--- config.mk ---
export PLATFORM = sky130hd
export DESIGN_NAME = xlate_walker
export DESIGN_NICKNAME = d
export VERILOG_FILES = /design/src/rtl/xw_pkg.sv /design/src/rtl/xw_tlb.sv /design/src/rtl/xw_walk.sv /design/src/rtl/xlate_walker.sv
export SDC_FILE = /design/constraint.sdc
export NUM_CORES = 1
export LEC_CHECK = 0
export BUFFER_PORTS_ARGS = -buffer_cell sky130_fd_sc_hd__buf_2
export CAP_MARGIN = 25
export CORE_MARGIN = 4
export CORE_UTILIZATION = 32
export CTS_BUF_LIST = sky130_fd_sc_hd__clkbuf_8
export CTS_CLUSTER_DIAMETER = 60
export DETAILED_ROUTE_END_ITERATION = 16
export HOLD_SLACK_MARGIN = 0.02
export PLACE_DENSITY = 0.47
export SLEW_MARGIN = 20
export SYNTH_ARGS = -nofsm -noshare
export SYNTH_HDL_FRONTEND = slang
export SYNTH_HIERARCHICAL = 1
export SYNTH_SLANG_ARGS = --single-unit
--- constraint.sdc ---
create_clock -name clk -period 5.75 [get_ports clk]
set_input_delay 0.2875 -clock clk [delete_from_list [all_inputs] [get_ports clk]]
set_output_delay 0.2875 -clock clk [all_outputs]
set_load 0.01 [all_outputs]
--- src/rtl/xw_pkg.sv ---
package xw_pkg;
  typedef enum logic [2:0] {
    ST_IDLE,
    ST_LOOKUP,
    ST_READ_DIR,
    ST_READ_TBL,
    ST_DONE,
    ST_FAULT
  } walk_st_e;

  typedef enum logic {
    LVL_DIR = 1'b0,
    LVL_TBL = 1'b1
  } fault_lvl_e;
endpackage

--- src/rtl/xw_tlb.sv ---
// Fully associative page cache with round-robin victim selection.
module xw_tlb #(
  parameter int ENTRIES = 8,
  parameter int VPN_W   = 20,
  parameter int PPN_W   = 20
) (
  input  logic               clk,
  input  logic               rst_n,
  input  logic               flush,
  input  logic [VPN_W-1:0]   lk_vpn,
  output logic               lk_hit,
  output logic [PPN_W-1:0]   lk_ppn,
  output logic [ENTRIES-1:0] hit_vec,
  input  logic               fill_en,
  input  logic [VPN_W-1:0]   fill_vpn,
  input  logic [PPN_W-1:0]   fill_ppn
);
  localparam int IW = (ENTRIES > 1) ? $clog2(ENTRIES) : 1;

  logic [ENTRIES-1:0] ent_vld;
  logic [VPN_W-1:0]   ent_vpn [ENTRIES];
  logic [PPN_W-1:0]   ent_ppn [ENTRIES];
  logic [IW-1:0]      vptr;
  logic               do_fill;

  assign do_fill = fill_en && !flush;

  // victim pointer: wraps at ENTRIES-1, cleared by flush
  always_ff @(posedge clk or negedge rst_n) begin
    if (!rst_n) begin
      vptr <= '0;
    end else if (flush) begin
      vptr <= '0;
    end else if (fill_en) begin
      if (vptr == IW'(ENTRIES - 1)) vptr <= '0;
      else                          vptr <= vptr + 1'b1;
    end
  end

  for (genvar i = 0; i < ENTRIES; i++) begin : g_ent
    logic sel;
    assign sel = do_fill && (vptr == IW'(i));

    always_ff @(posedge clk or negedge rst_n) begin
      if (!rst_n)     ent_vld[i] <= 1'b0;
      else if (flush) ent_vld[i] <= 1'b0;
      else if (sel)   ent_vld[i] <= 1'b1;
    end

    always_ff @(posedge clk) begin
      if (sel) begin
        ent_vpn[i] <= fill_vpn;
        ent_ppn[i] <= fill_ppn;
      end
    end

    assign hit_vec[i] = ent_vld[i] && (ent_vpn[i] == lk_vpn);
  end

  always_comb begin
    lk_ppn = '0;
    for (int i = 0; i < ENTRIES; i++) begin
      if (hit_vec[i]) lk_ppn = lk_ppn | ent_ppn[i];
    end
  end

  assign lk_hit = |hit_vec;
endmodule

--- src/rtl/xw_walk.sv ---
// Walk sequencer: lookup, directory read, table read, result.
module xw_walk
  import xw_pkg::*;
#(
  parameter int AW          = 32,
  parameter int PAGE_BITS   = 12,
  parameter int IDX_W       = 10,
  parameter int ENTRY_BYTES = 4,
  parameter int VALID_BIT   = 0
) (
  input  logic                    clk,
  input  logic                    rst_n,
  input  logic [AW-1:0]           base_addr,
  input  logic                    req_valid,
  output logic                    req_ready,
  input  logic [AW-1:0]           req_vaddr,
  output logic                    rsp_valid,
  input  logic                    rsp_ready,
  output logic [AW-1:0]           rsp_vaddr,
  output logic [AW-1:0]           rsp_paddr,
  output logic                    rsp_fault,
  output logic                    rsp_fault_lvl,
  output logic                    mem_req_valid,
  input  logic                    mem_req_ready,
  output logic [AW-1:0]           mem_req_addr,
  input  logic                    mem_rsp_valid,
  input  logic [AW-1:0]           mem_rsp_data,
  output logic [AW-PAGE_BITS-1:0] lk_vpn,
  input  logic                    tlb_hit,
  input  logic [AW-PAGE_BITS-1:0] tlb_ppn,
  output logic                    fill_en,
  output logic [AW-PAGE_BITS-1:0] fill_vpn,
  output logic [AW-PAGE_BITS-1:0] fill_ppn
);
  localparam int PPN_W = AW - PAGE_BITS;
  localparam int ESH   = $clog2(ENTRY_BYTES);

  walk_st_e        state;
  fault_lvl_e      lvl_q;
  logic            sent_q;
  logic [AW-1:0]   va_q;
  logic [AW-1:0]   base_q;
  logic [PPN_W-1:0] frame_q;
  logic [AW-1:0]   pa_q;

  logic [IDX_W-1:0] dir_idx, tbl_idx;
  logic [AW-1:0]    dir_ent_addr, tbl_ent_addr;
  logic [PPN_W-1:0] ent_frame;
  logic             ent_valid, rsp_take, mem_fire;
  logic             unused_ctrl;

  assign dir_idx      = va_q[PAGE_BITS + IDX_W +: IDX_W];
  assign tbl_idx      = va_q[PAGE_BITS +: IDX_W];
  assign dir_ent_addr = base_q + (AW'(dir_idx) << ESH);
  assign tbl_ent_addr = {frame_q, {PAGE_BITS{1'b0}}} + (AW'(tbl_idx) << ESH);

  assign ent_frame   = mem_rsp_data[AW-1 -: PPN_W];
  assign ent_valid   = mem_rsp_data[VALID_BIT];
  assign unused_ctrl = ^mem_rsp_data;
  assign rsp_take    = mem_rsp_valid && sent_q;
  assign mem_fire    = mem_req_valid && mem_req_ready;

  always_ff @(posedge clk or negedge rst_n) begin
    if (!rst_n) begin
      state   <= ST_IDLE;
      lvl_q   <= LVL_DIR;
      sent_q  <= 1'b0;
      va_q    <= '0;
      base_q  <= '0;
      frame_q <= '0;
      pa_q    <= '0;
    end else begin
      case (state)
        ST_IDLE: begin
          if (req_valid) begin
            va_q   <= req_vaddr;
            base_q <= base_addr;
            state  <= ST_LOOKUP;
          end
        end
        ST_LOOKUP: begin
          sent_q <= 1'b0;
          if (tlb_hit) begin
            pa_q  <= {tlb_ppn, va_q[PAGE_BITS-1:0]};
            state <= ST_DONE;
          end else begin
            state <= ST_READ_DIR;
          end
        end
        ST_READ_DIR: begin
          if (mem_fire) sent_q <= 1'b1;
          if (rsp_take) begin
            sent_q <= 1'b0;
            if (ent_valid) begin
              frame_q <= ent_frame;
              state   <= ST_READ_TBL;
            end else begin
              lvl_q <= LVL_DIR;
              state <= ST_FAULT;
            end
          end
        end
        ST_READ_TBL: begin
          if (mem_fire) sent_q <= 1'b1;
          if (rsp_take) begin
            sent_q <= 1'b0;
            if (ent_valid) begin
              pa_q  <= {ent_frame, va_q[PAGE_BITS-1:0]};
              state <= ST_DONE;
            end else begin
              lvl_q <= LVL_TBL;
              state <= ST_FAULT;
            end
          end
        end
        ST_DONE, ST_FAULT: begin
          if (rsp_ready) state <= ST_IDLE;
        end
        default: state <= ST_IDLE;
      endcase
    end
  end

  assign req_ready     = (state == ST_IDLE);
  assign mem_req_valid = ((state == ST_READ_DIR) || (state == ST_READ_TBL)) && !sent_q;
  assign mem_req_addr  = (state == ST_READ_TBL) ? tbl_ent_addr : dir_ent_addr;
  assign rsp_valid     = (state == ST_DONE) || (state == ST_FAULT);
  assign rsp_fault     = (state == ST_FAULT);
  assign rsp_fault_lvl = (state == ST_FAULT) && (lvl_q == LVL_TBL);
  assign rsp_paddr     = (state == ST_DONE) ? pa_q : '0;
  assign rsp_vaddr     = va_q;

  assign lk_vpn   = va_q[AW-1:PAGE_BITS];
  assign fill_en  = (state == ST_READ_TBL) && rsp_take && ent_valid;
  assign fill_vpn = va_q[AW-1:PAGE_BITS];
  assign fill_ppn = ent_frame;
endmodule

--- src/rtl/xlate_walker.sv ---
module xlate_walker #(
  parameter int TLB_ENTRIES = 8,
  parameter int AW          = 32,
  parameter int PAGE_BITS   = 12,
  parameter int IDX_W       = 10,
  parameter int ENTRY_BYTES = 4,
  parameter int VALID_BIT   = 0
) (
  input  logic          clk,
  input  logic          rst_n,
  input  logic          flush,
  input  logic [AW-1:0] base_addr,
  input  logic          req_valid,
  output logic          req_ready,
  input  logic [AW-1:0] req_vaddr,
  output logic          rsp_valid,
  input  logic          rsp_ready,
  output logic [AW-1:0] rsp_vaddr,
  output logic [AW-1:0] rsp_paddr,
  output logic          rsp_fault,
  output logic          rsp_fault_lvl,
  output logic          mem_req_valid,
  input  logic          mem_req_ready,
  output logic [AW-1:0] mem_req_addr,
  input  logic          mem_rsp_valid,
  input  logic [AW-1:0] mem_rsp_data
);
  localparam int PN_W = AW - PAGE_BITS;

  logic [PN_W-1:0]        lk_vpn, tlb_ppn, fill_vpn, fill_ppn;
  logic                   tlb_hit, fill_en;
  logic [TLB_ENTRIES-1:0] tlb_hit_vec;

  xw_tlb #(
    .ENTRIES (TLB_ENTRIES),
    .VPN_W   (PN_W),
    .PPN_W   (PN_W)
  ) u_tlb (
    .clk      (clk),
    .rst_n    (rst_n),
    .flush    (flush),
    .lk_vpn   (lk_vpn),
    .lk_hit   (tlb_hit),
    .lk_ppn   (tlb_ppn),
    .hit_vec  (tlb_hit_vec),
    .fill_en  (fill_en),
    .fill_vpn (fill_vpn),
    .fill_ppn (fill_ppn)
  );

  xw_walk #(
    .AW          (AW),
    .PAGE_BITS   (PAGE_BITS),
    .IDX_W       (IDX_W),
    .ENTRY_BYTES (ENTRY_BYTES),
    .VALID_BIT   (VALID_BIT)
  ) u_walk (
    .clk           (clk),
    .rst_n         (rst_n),
    .base_addr     (base_addr),
    .req_valid     (req_valid),
    .req_ready     (req_ready),
    .req_vaddr     (req_vaddr),
    .rsp_valid     (rsp_valid),
    .rsp_ready     (rsp_ready),
    .rsp_vaddr     (rsp_vaddr),
    .rsp_paddr     (rsp_paddr),
    .rsp_fault     (rsp_fault),
    .rsp_fault_lvl (rsp_fault_lvl),
    .mem_req_valid (mem_req_valid),
    .mem_req_ready (mem_req_ready),
    .mem_req_addr  (mem_req_addr),
    .mem_rsp_valid (mem_rsp_valid),
    .mem_rsp_data  (mem_rsp_data),
    .lk_vpn        (lk_vpn),
    .tlb_hit       (tlb_hit),
    .tlb_ppn       (tlb_ppn),
    .fill_en       (fill_en),
    .fill_vpn      (fill_vpn),
    .fill_ppn      (fill_ppn)
  );
endmodule

# ---- Word level (Yosys, flattened, before mapping)
# Memories as Yosys holds them, arrays and structs flattened.
# Cells that the tools add are included.
dict set report totals {
  memories 2
  romBits 0
  latch_bits 0
  register_bits 132
  output_inout_bits 101
  mem_bits_rw 320
  elab_cells 228
}
# memory depth word_bits read_ports rd_ports_with_merged_regs wr line_no
set mem_list {}
lappend mem_list {u_tlb.ent_ppn 8 20 8 0 1 xw_tlb.sv:22} ;# logic [PPN_W-1:0] ent_ppn [ENTRIES];
lappend mem_list {u_tlb.ent_vpn 8 20 8 0 1 xw_tlb.sv:21} ;# logic [VPN_W-1:0] ent_vpn [ENTRIES];
dict set report op_classes {
  order_cmp 0
  bitwise_logic 7
  addsub 3
  eq_ne 29
  reduce_logical 64
  n_shift 0
  n_mul 0
  n_div 0
  n_mux 107
}
# op count
set ops {}
lappend ops {{$mux W20} 22}
lappend ops {{$reduce_or A20 Y1} 14}
lappend ops {{$eq A20 B20 Y1} 8}
lappend ops {{$mux W32} 5}
lappend ops {{$or A20 B20 Y20} 7}
lappend ops {{$mux W3} 23}
lappend ops {{$add A32 B12 Y32} 2}
lappend ops {{$pmux W32 S2} 1}
lappend ops {{$mux W1} 53}
lappend ops {{$reduce_bool A2 Y1} 12}
lappend ops {{$logic_and A1 B1 Y1} 23}
lappend ops {{$eq A3 B3 Y1 const B} 6}
lappend ops {{$pmux W3 S5} 1}
lappend ops {{$eq A3 B2 Y1 const B} 4}
lappend ops {{$ne A2 B2 Y1 const B} 6}
lappend ops {{$reduce_and A4 Y1} 2}
lappend ops {{$reduce_or A8 Y1} 1}
lappend ops {{$eq A3 B1 Y1 const B} 2}
lappend ops {{$logic_not A3 Y1} 2}
lappend ops {{$reduce_and A5 Y1} 1}
lappend ops {{$ne A2 B1 Y1 const B} 2}
lappend ops {{$pmux W1 S2} 2}
lappend ops {{$reduce_and A2 Y1} 2}
lappend ops {{$reduce_or A2 Y1} 2}
lappend ops {{5 further kinds} 7}

# ---- Longest topological paths before layout
# Gate-level depths: netlist (run 1).
# An unclocked memory read counts as a cell.
dict set report depth {
  depth_word 20
  depth_mapped 13
}

# ---- Cells and area by module
# The synthesis (run 1) kept the hierarchy.
# module cells_each seq_area_each_um2 n_inst area_per_inst_um2
set modules_own_cells {}
lappend modules_own_cells {xw_tlb 928 9884.5 1 14148.6}
lappend modules_own_cells {xw_walk 665 3027.9 1 6735.2}

# ---- Worst setup path before layout (run 1)
# OpenSTA, ideal clock, no wires.
dict set report synth_path {
  path_kind {reg2reg}
  startpoint {register u_walk.state[2]}
  endpoint {memory u_tlb.ent_ppn[0][0] (enable)}
  stages_incl_launch_ff 9
  period_less_slack_ns 5.002
  slack_ns 0.748
  path_buffers 3
  t_arrival_ns 4.512
  cell_sequence {dfrtp_1 nand2b_1 or2_2 clkbuf_1 clkbuf_1 nor2_1 clkbuf_1 nand2_1 nor3_1}
}
dict set report synth_between {
  word_cells_on_any_way 49
  cone_classes {eq/ne: 1; mux: 30; reduce/logical: 18}
}
# item line_no
set synth_lines {}
lappend synth_lines {{from (decl)} xw_walk.sv:38} ;# walk_st_e state;
lappend synth_lines {{from (signal assigned)} xw_walk.sv:65} ;# state <= ST_IDLE;
lappend synth_lines {{from (signal assigned)} xw_walk.sv:78} ;# state <= ST_LOOKUP;
lappend synth_lines {{from (signal assigned)} xw_walk.sv:85} ;# state <= ST_DONE;
lappend synth_lines {{$eq A3 B2 Y1} xw_walk.sv:134} ;# assign fill_en = (state == ST_READ_TBL) && rsp_take && ent_valid;
lappend synth_lines {{$logic_and A1 B1 Y1 (2 in a row)} xw_walk.sv:134}
lappend synth_lines {{via fill_en} xlate_walker.sv:31} ;# logic tlb_hit, fill_en;
lappend synth_lines {{$logic_and A1 B1 Y1} xw_tlb.sv:26} ;# assign do_fill = fill_en && !flush;
lappend synth_lines {{$logic_and A1 B1 Y1} xw_tlb.sv:42} ;# assign sel = do_fill && (vptr == IW'(i));
lappend synth_lines {{via u_tlb.g_ent[0].sel} xw_tlb.sv:41} ;# logic sel;
lappend synth_lines {{$mux W1} xw_tlb.sv:51} ;# if (sel) begin
lappend synth_lines {{$mux W1 (implied by the code)} xw_tlb.sv:53} ;# ent_ppn[i] <= fill_ppn;
lappend synth_lines {{$mux W1 (no source line) (7 in a row)} n/a}
lappend synth_lines {{to (decl)} xw_tlb.sv:22}
# The timed path passes the listed nets, and every way through them passes these cells.

# ---- Worst setup path in the final report (run 1)
dict set report layout_path {
  startpoint {register u_walk.va_q[24], in the netlist u_walk/rsp_vaddr[24]}
  endpoint {output mem_req_addr[27]}
}
dict set report layout_between {
  elab_chain_cells 2
}
# item line_no
set layout_lines {}
lappend layout_lines {{from (decl)} xw_walk.sv:41} ;# logic [AW-1:0] va_q;
lappend layout_lines {{from (signal assigned)} xw_walk.sv:76} ;# va_q <= req_vaddr;
lappend layout_lines {{$add A32 B12 Y32} xw_walk.sv:54} ;# assign dir_ent_addr = base_q + (AW'(dir_idx) << ESH);
lappend layout_lines {{$mux W32} xw_walk.sv:126} ;# assign mem_req_addr = (state == ST_READ_TBL) ? tbl_ent_addr : dir_ent_addr;
lappend layout_lines {{to (decl)} xlate_walker.sv:24} ;# output logic [AW-1:0] mem_req_addr,
# No other way between the ends.

==> run summary, run 1 <==
outcome: finished clean
CP max FO: 14
Max rail drop VDD: 0.000305 V
Tcrit/Tclk final: 0.680
# setup viols final: 0
number of DRC markers in iteration 0: 671
Hold Vio Cnt, Final: 0
H-Tree Depth: 3
net count after synthesis: 1705
Critical Path Start Type: flip-flop
synthesized instance count: 1585
fin crit period: 3.91 ns
CORE AREA: 64500 µm²
Non-Filler Instances: 2761
clock latency at the later pin of the worst-skew pair: 0.63 ns
die area: 69300 µm²
Setup TNS Final: 0 ns
Slew HR: 0.374
floorplan row count: 93
clock sink count: 452
CTS max path bufs: 3
Lkg Pwr: 0.00935 µW
RSZ-0062 raised after global routing: no
Hold WC Path Type: in2reg
Placed Instances: 2526
first-pass GRT wire length: 88000 µm
critical path class: reg2out
CTS tree: done
clock-pin transition on the worst setup and hold timing paths: 0.06 ns
worst endpoint required time: 5.46 ns
GRT overflow: 0
MaxCap Viol Count: 0
worst-margin pin slew: 0.939 ns
Slowest cell on crit path: dfrtp_1
post-DR wirelength/cell: 20.8 µm
mapped cell area: 20800 µm²
post-route ant nets: 0
Avg Inst Size Synth: 13.1 µm²
Final HPWL DP: 36300 µm
CTS Buf Count: 76
final WL: 57400 µm
largest net degree at the start of global routing: 84
Max Slew Vio Count: 0
gp weighted congestion: 0.784
CP Data Arrival Time: 3.62 ns
worst stage delay on the critical path: 0.87 ns
remaining routing DRC violations: 0
Worst setup EP type: output pin
Fin Clk Skew: 0.0248 ns
Synth warnings: 6
Port Buf Inserts: 192
Initial Util: 0.323
critical-path cell list: buf_4 > ha_1 > nand3_1 > nor2_1 > o21ai_2 > a21o_1 > or4_1 > a31oi_1 > buf_2
die height: 263 µm
Die Width: 263 µm
All-Layer GR Usage: 0.163
I/O Pins: 204
via count: 13500
root buf cell: clkbuf_8
drt first pass iters: 5
FMAX: 0.256 GHz
Vias/cell: 4.88
vias in the first global route: 14100
power per cell area: 450 nW/µm²
Layout area overhead: 18.5%
number of fillers in the final layout: 6224
post-CTS setup buffers: 0
Final nets: 1962
initial antenna violation count: 2
cts repair resizes: 0
layout cell share with drive strength beyond 1: 0.254
[flip-flops by register name, indices dropped and copies added, names as in the netlist]
name	flops
u_tlb/ent_vpn	160
u_tlb/ent_vld	8
u_walk/lvl_q	1
u_walk/state	3
u_walk/sent_q	1
u_walk/base_q	32
u_walk/rsp_vaddr	32
u_walk/pa_q	32
u_tlb/ent_ppn	160
u_walk/frame_q	20
u_tlb/vptr	3
[metal layers]
layer | global-route usage | part of all wire | routed length (µm)
met1 | 0.215 | 0.44 | 25200
met5 | 0 | 0 | 0
met3 | 0.0386 | 0.064 | 3680
met4 | 0.0491 | 0.019 | 1110
met2 | 0.269 | 0.48 | 27400
[report_power, final]
part	leakage, µW	internal (µW)	switching (µW)
Combinational	0.00405	1610	2100
Clock	0.000820	1360	1300
Sequential	0.00448	4090	640
Total	0.00935	7070	4030
[critical path, delay by kind of cell, from the launching register on]
kind,cells,cell delay (ns)
AO/OA/AOI/OAI,3,0.71
adder cells (fa/ha/maj),1,0.22
buffers and inverters,2,0.50
flip-flops,1,0.87
AND/OR/NAND/NOR,3,0.71
[through the flow]
step	total power, µW	worst slack [ns]	util	hold WS [ns]	cell area, µm²
2_1_floorplan	7280	0.748	-	-0.00809	20800
3_3_place_gp	8400	1.79	0.345	0.420	22300
3_5_place_dp	8480	1.72	0.346	0.417	22300
4_1_cts	11300	1.48	0.382	0.0205	24600
5_1_grt	11800	1.59	0.383	0.0546	24700
6_report	11100	1.84	0.383	0.0802	24700
[cells in the final DEF (no fill, tap or decap), drive strengths merged, types with 25 or more instances in the layout]
cell type,count
edfxtp,320
buf,249
xnor2,156
dfrtp,132
inv,125
nand2,93
mux2,93
dlygate4sd3,90
clkbuf,82
a32oi,81
nor3,72
nor2,63
nand4,51
and3,41
nor4,35
o21ai,31
clkinv,25
[layout make-up]
class	count	area, µm²	area share
timing repair buffer	339	2380	0.0962
inverter	95	357	0.0144
antenna	2	5.00	0.000203
clock buffer	82	1130	0.0457
sequential	452	12900	0.523
clock inverter	58	272	0.0110
tap	855	1070	0.0433
multi-input combinational	878	6570	0.266
[worst paths after layout]
kind	start	endpoint	slack (ns)	depth (start not counted)
max in group asynchronous	rst_n	u_walk/rsp_vaddr[30]	4.13	3
worst min register to register	u_tlb/ent_vld[2]	u_tlb/ent_vld[2]	0.47	1
worst min-delay path	mem_rsp_data[20]	u_walk/pa_q[20]	0.08	3
worst max-delay path	u_walk/rsp_vaddr[24]	mem_req_addr[27]	1.84	9
worst max register to register	u_walk/rsp_vaddr[18]	u_walk/pa_q[16]	2.03	11
min in group asynchronous	rst_n	u_walk/state[1]	0.26	2
[repair_timing]
action                                 in CTS  in global routing
setup endpoints to repair                   0                  0
hold buffers                               90                  0
endpoints found under the hold margin     318                  0
No activity file was read; power rests on OpenSTA's default activity.
==> run 2: changes to the inputs <==
ABC_AREA = 1   (was default)
PLACE_DENSITY = 0.49   (was 0.47)
clock period = 3.4 ns   (was 5.75 ns; I/O delays follow)
==> run summary, run 2 <==
outcome: finished clean
Max Slew Vio Count: 0 (unchanged)
switching share of power: 0.396 (+0.0330)
multi-input logic area: 7040 µm² (+7.2%)
Slowest cell on crit path: dfrtp_2
via count: 17200 (+27%)
worst stage delay on the critical path: 0.48 ns (-0.39 ns)
Worst setup EP type: output pin
GRT overflow: 0 (unchanged)
crit-path most repeated cell: nand2_1
most common cell after layout, fill and taps aside: nand2_1
vias in the first global route: 17100 (+21%)
number of DRC markers in iteration 0: 1218 (+82%)
P_int: 11800 µW (+67%)
Tcrit/Tclk final: 0.945
mapped cell area: 21900 µm² (+5.0%)
I/O Pins: 204 (unchanged)
CORE AREA: 67500 µm² (+4.7%)
Setup TNS Final: 0 ns (unchanged)
remaining routing DRC violations: 0 (unchanged)
drt first pass iters: 5 (unchanged)
post-DR wirelength/cell: 20.4 µm (-2.1%)
critical-path cell list: buf_4 > ha_1 > nand2_1 > nand2_1 > nand2_1 > nand3_1 > nand2_1 > nand2_2 > or2_2 > nand3_1 > nand2_1 > buf_2
pre-CTS setup slack: 0.410 ns (-1.31 ns)
worst setup margin: 0.187 ns (-1.65 ns)
post-route cell area: 26100 µm² (+5.6%)
clock sink count: 452 (unchanged)
FMAX: 0.311 GHz
RSZ-0062 raised after global routing: no
CTS Buf Count: 76 (unchanged)
Port Buf Inserts: 192 (unchanged)
number of fillers in the final layout: 6653 (+6.9%)
final WL: 70800 µm (+23%)
post-route ant nets: 0 (unchanged)
Max rail drop VDD: 0.000614 V (+100%)
H-Tree Depth: 3 (unchanged)
Final nets: 2664 (+36%)
Final HPWL DP: 46800 µm (+29%)
dpl cell area: 23600 µm² (+5.6%)
Synth warnings: 6 (unchanged)
CTS max path bufs: 3 (unchanged)
Vias/cell: 4.93 (+1.1%)
Clock Power Share: 0.238 (-0.002)
gp weighted congestion: 0.915 (+17%)
worst-margin pin slew: 0.695 ns (-0.244 ns)
critical path class: reg2out
synthesized instance count: 2258 (+42%)
root buf cell: clkbuf_8
initial antenna violation count: 3 (+1)
power per cell area: 752 nW/µm² (+67%)
MaxCap Viol Count: 0 (unchanged)
die height: 270 µm (+2.4%)
net count after synthesis: 2378 (+39%)
clock-pin transition on the worst setup and hold timing paths: 0.06 ns (about the same)
floorplan row count: 95 (+2.2%)
Die Width: 270 µm (+2.4%)
most frequent cells in the layout: 638 x nand2_1, 320 x edfxtp_1, 257 x inv_1, 194 x nor2_1, 191 x buf_2
Net Sw Power: 7770 µW (+93%)
Lkg Pwr: 0.0114 µW (+22%)
fin crit period: 3.21 ns
share of total power in combinational logic: 0.373 (+0.039)
Critical Path Start Type: flip-flop
CP Data Arrival Time: 3.04 ns (-0.58 ns)
layout cell share with drive strength beyond 1: 0.185 (-0.0688)
CP max FO: 13 (-1)
Slew HR: 0.537 (+0.163)
Hold Vio Cnt, Final: 0 (unchanged)
All-Layer GR Usage: 0.191 (+0.0278)
largest net degree at the start of global routing: 79 (-6.0%)
worst endpoint required time: 3.23 ns (-2.23 ns)
Initial Util: 0.324 (+0.000947)
# setup viols final: 0 (unchanged)
first-pass GRT wire length: 106000 µm (+21%)
top flop regs: u_tlb/ent_ppn: 160 flops, u_tlb/ent_vpn: 160 flops
Sequential cell area: 12900 µm² (about the same)
Seq pwr share: 0.389 (-0.037)
CTS tree: done
clock latency at the later pin of the worst-skew pair: 0.66 ns (+0.03 ns)
Hold WC Path Type: in2reg
Layout area overhead: 19.2%
Fin Clk Skew: 0.0257 ns (+0.000933 ns)
Avg Inst Size Synth: 9.69 µm² (-26%)
die area: 72600 µm² (+4.9%)
==> run 2: timing repair <==
action,CTS,global route
pin swaps,0,0
endpoints found under the setup margin,11,7
hold buffers,97,0
buffers inserted,0,0
gates resized for setup,5,9
gates cloned,0,0
hold endpoints to repair,364,0
==> run 2: final timing paths <==
kind / slack, ns / from / cells past startpoint / to
setup / recovery: 0.19 / u_walk/rsp_vaddr[24] / 12 / mem_req_addr[15]
hold / removal: 0.28 / req_vaddr[0] / 3 / u_walk/rsp_vaddr[0]
min in group asynchronous: 0.61 / rst_n / 3 / u_walk/pa_q[22]
max in group asynchronous: 1.79 / rst_n / 4 / u_walk/pa_q[27]
hold reg to reg: 0.50 / u_walk/lvl_q / 2 / u_walk/lvl_q
setup reg to reg: 0.26 / u_walk/rsp_vaddr[17] / 13 / u_walk/state[2]
==> run 2: stage by stage <==
stage	util	instances	total power (µW)	hold WS, ns
2_1_floorplan	-	2258	12200	-0.126
4_1_cts	0.385	3477	19700	0.213
3_5_place_dp	0.349	3241	14800	0.168
5_1_grt	0.386	3480	20900	0.255
6_report	0.386	3480	19600	0.279
3_3_place_gp	0.349	3239	14700	0.162
==> run 2: area by class of cell <==
cell class	count	share of cell area
flip-flops and latches	452	0.495
repair buffers	367	0.102
clock inverters	52	0.00960
multi-input cells	1405	0.270
well taps	873	0.0419
inverters	242	0.0348
clock buffers	87	0.0459
diodes	2	0.000192
==> run 2: routing by layer <==
layer | track usage | part of all wire | vias up
met5 | 0 | 0 | -
met4 | 0.0608 | 0.024 | 0
met3 | 0.0297 | 0.060 | 102
met2 | 0.322 | 0.48 | 559
met1 | 0.254 | 0.43 | 8427
li1 | - | - | 8070
==> run 2: power groups by stage <==
stage	Combinational (µW)	Clock [µW]	Sequential [µW]
after floorplan	4610	0	7550
after global placement	7070	0	7680
after detailed placement	7130	0	7710
after CTS	7290	4820	7610
after global routing	8070	5080	7720
final	7310	4670	7620
==> run 2: worst max-delay path: cells and delay by family, from the launching register on <==
family / cells / cell delay (ns)
fa+ha+maj: 1 / 0.41
buf+inv: 2 / 0.40
flops: 1 / 0.48
simple gates: 9 / 1.09
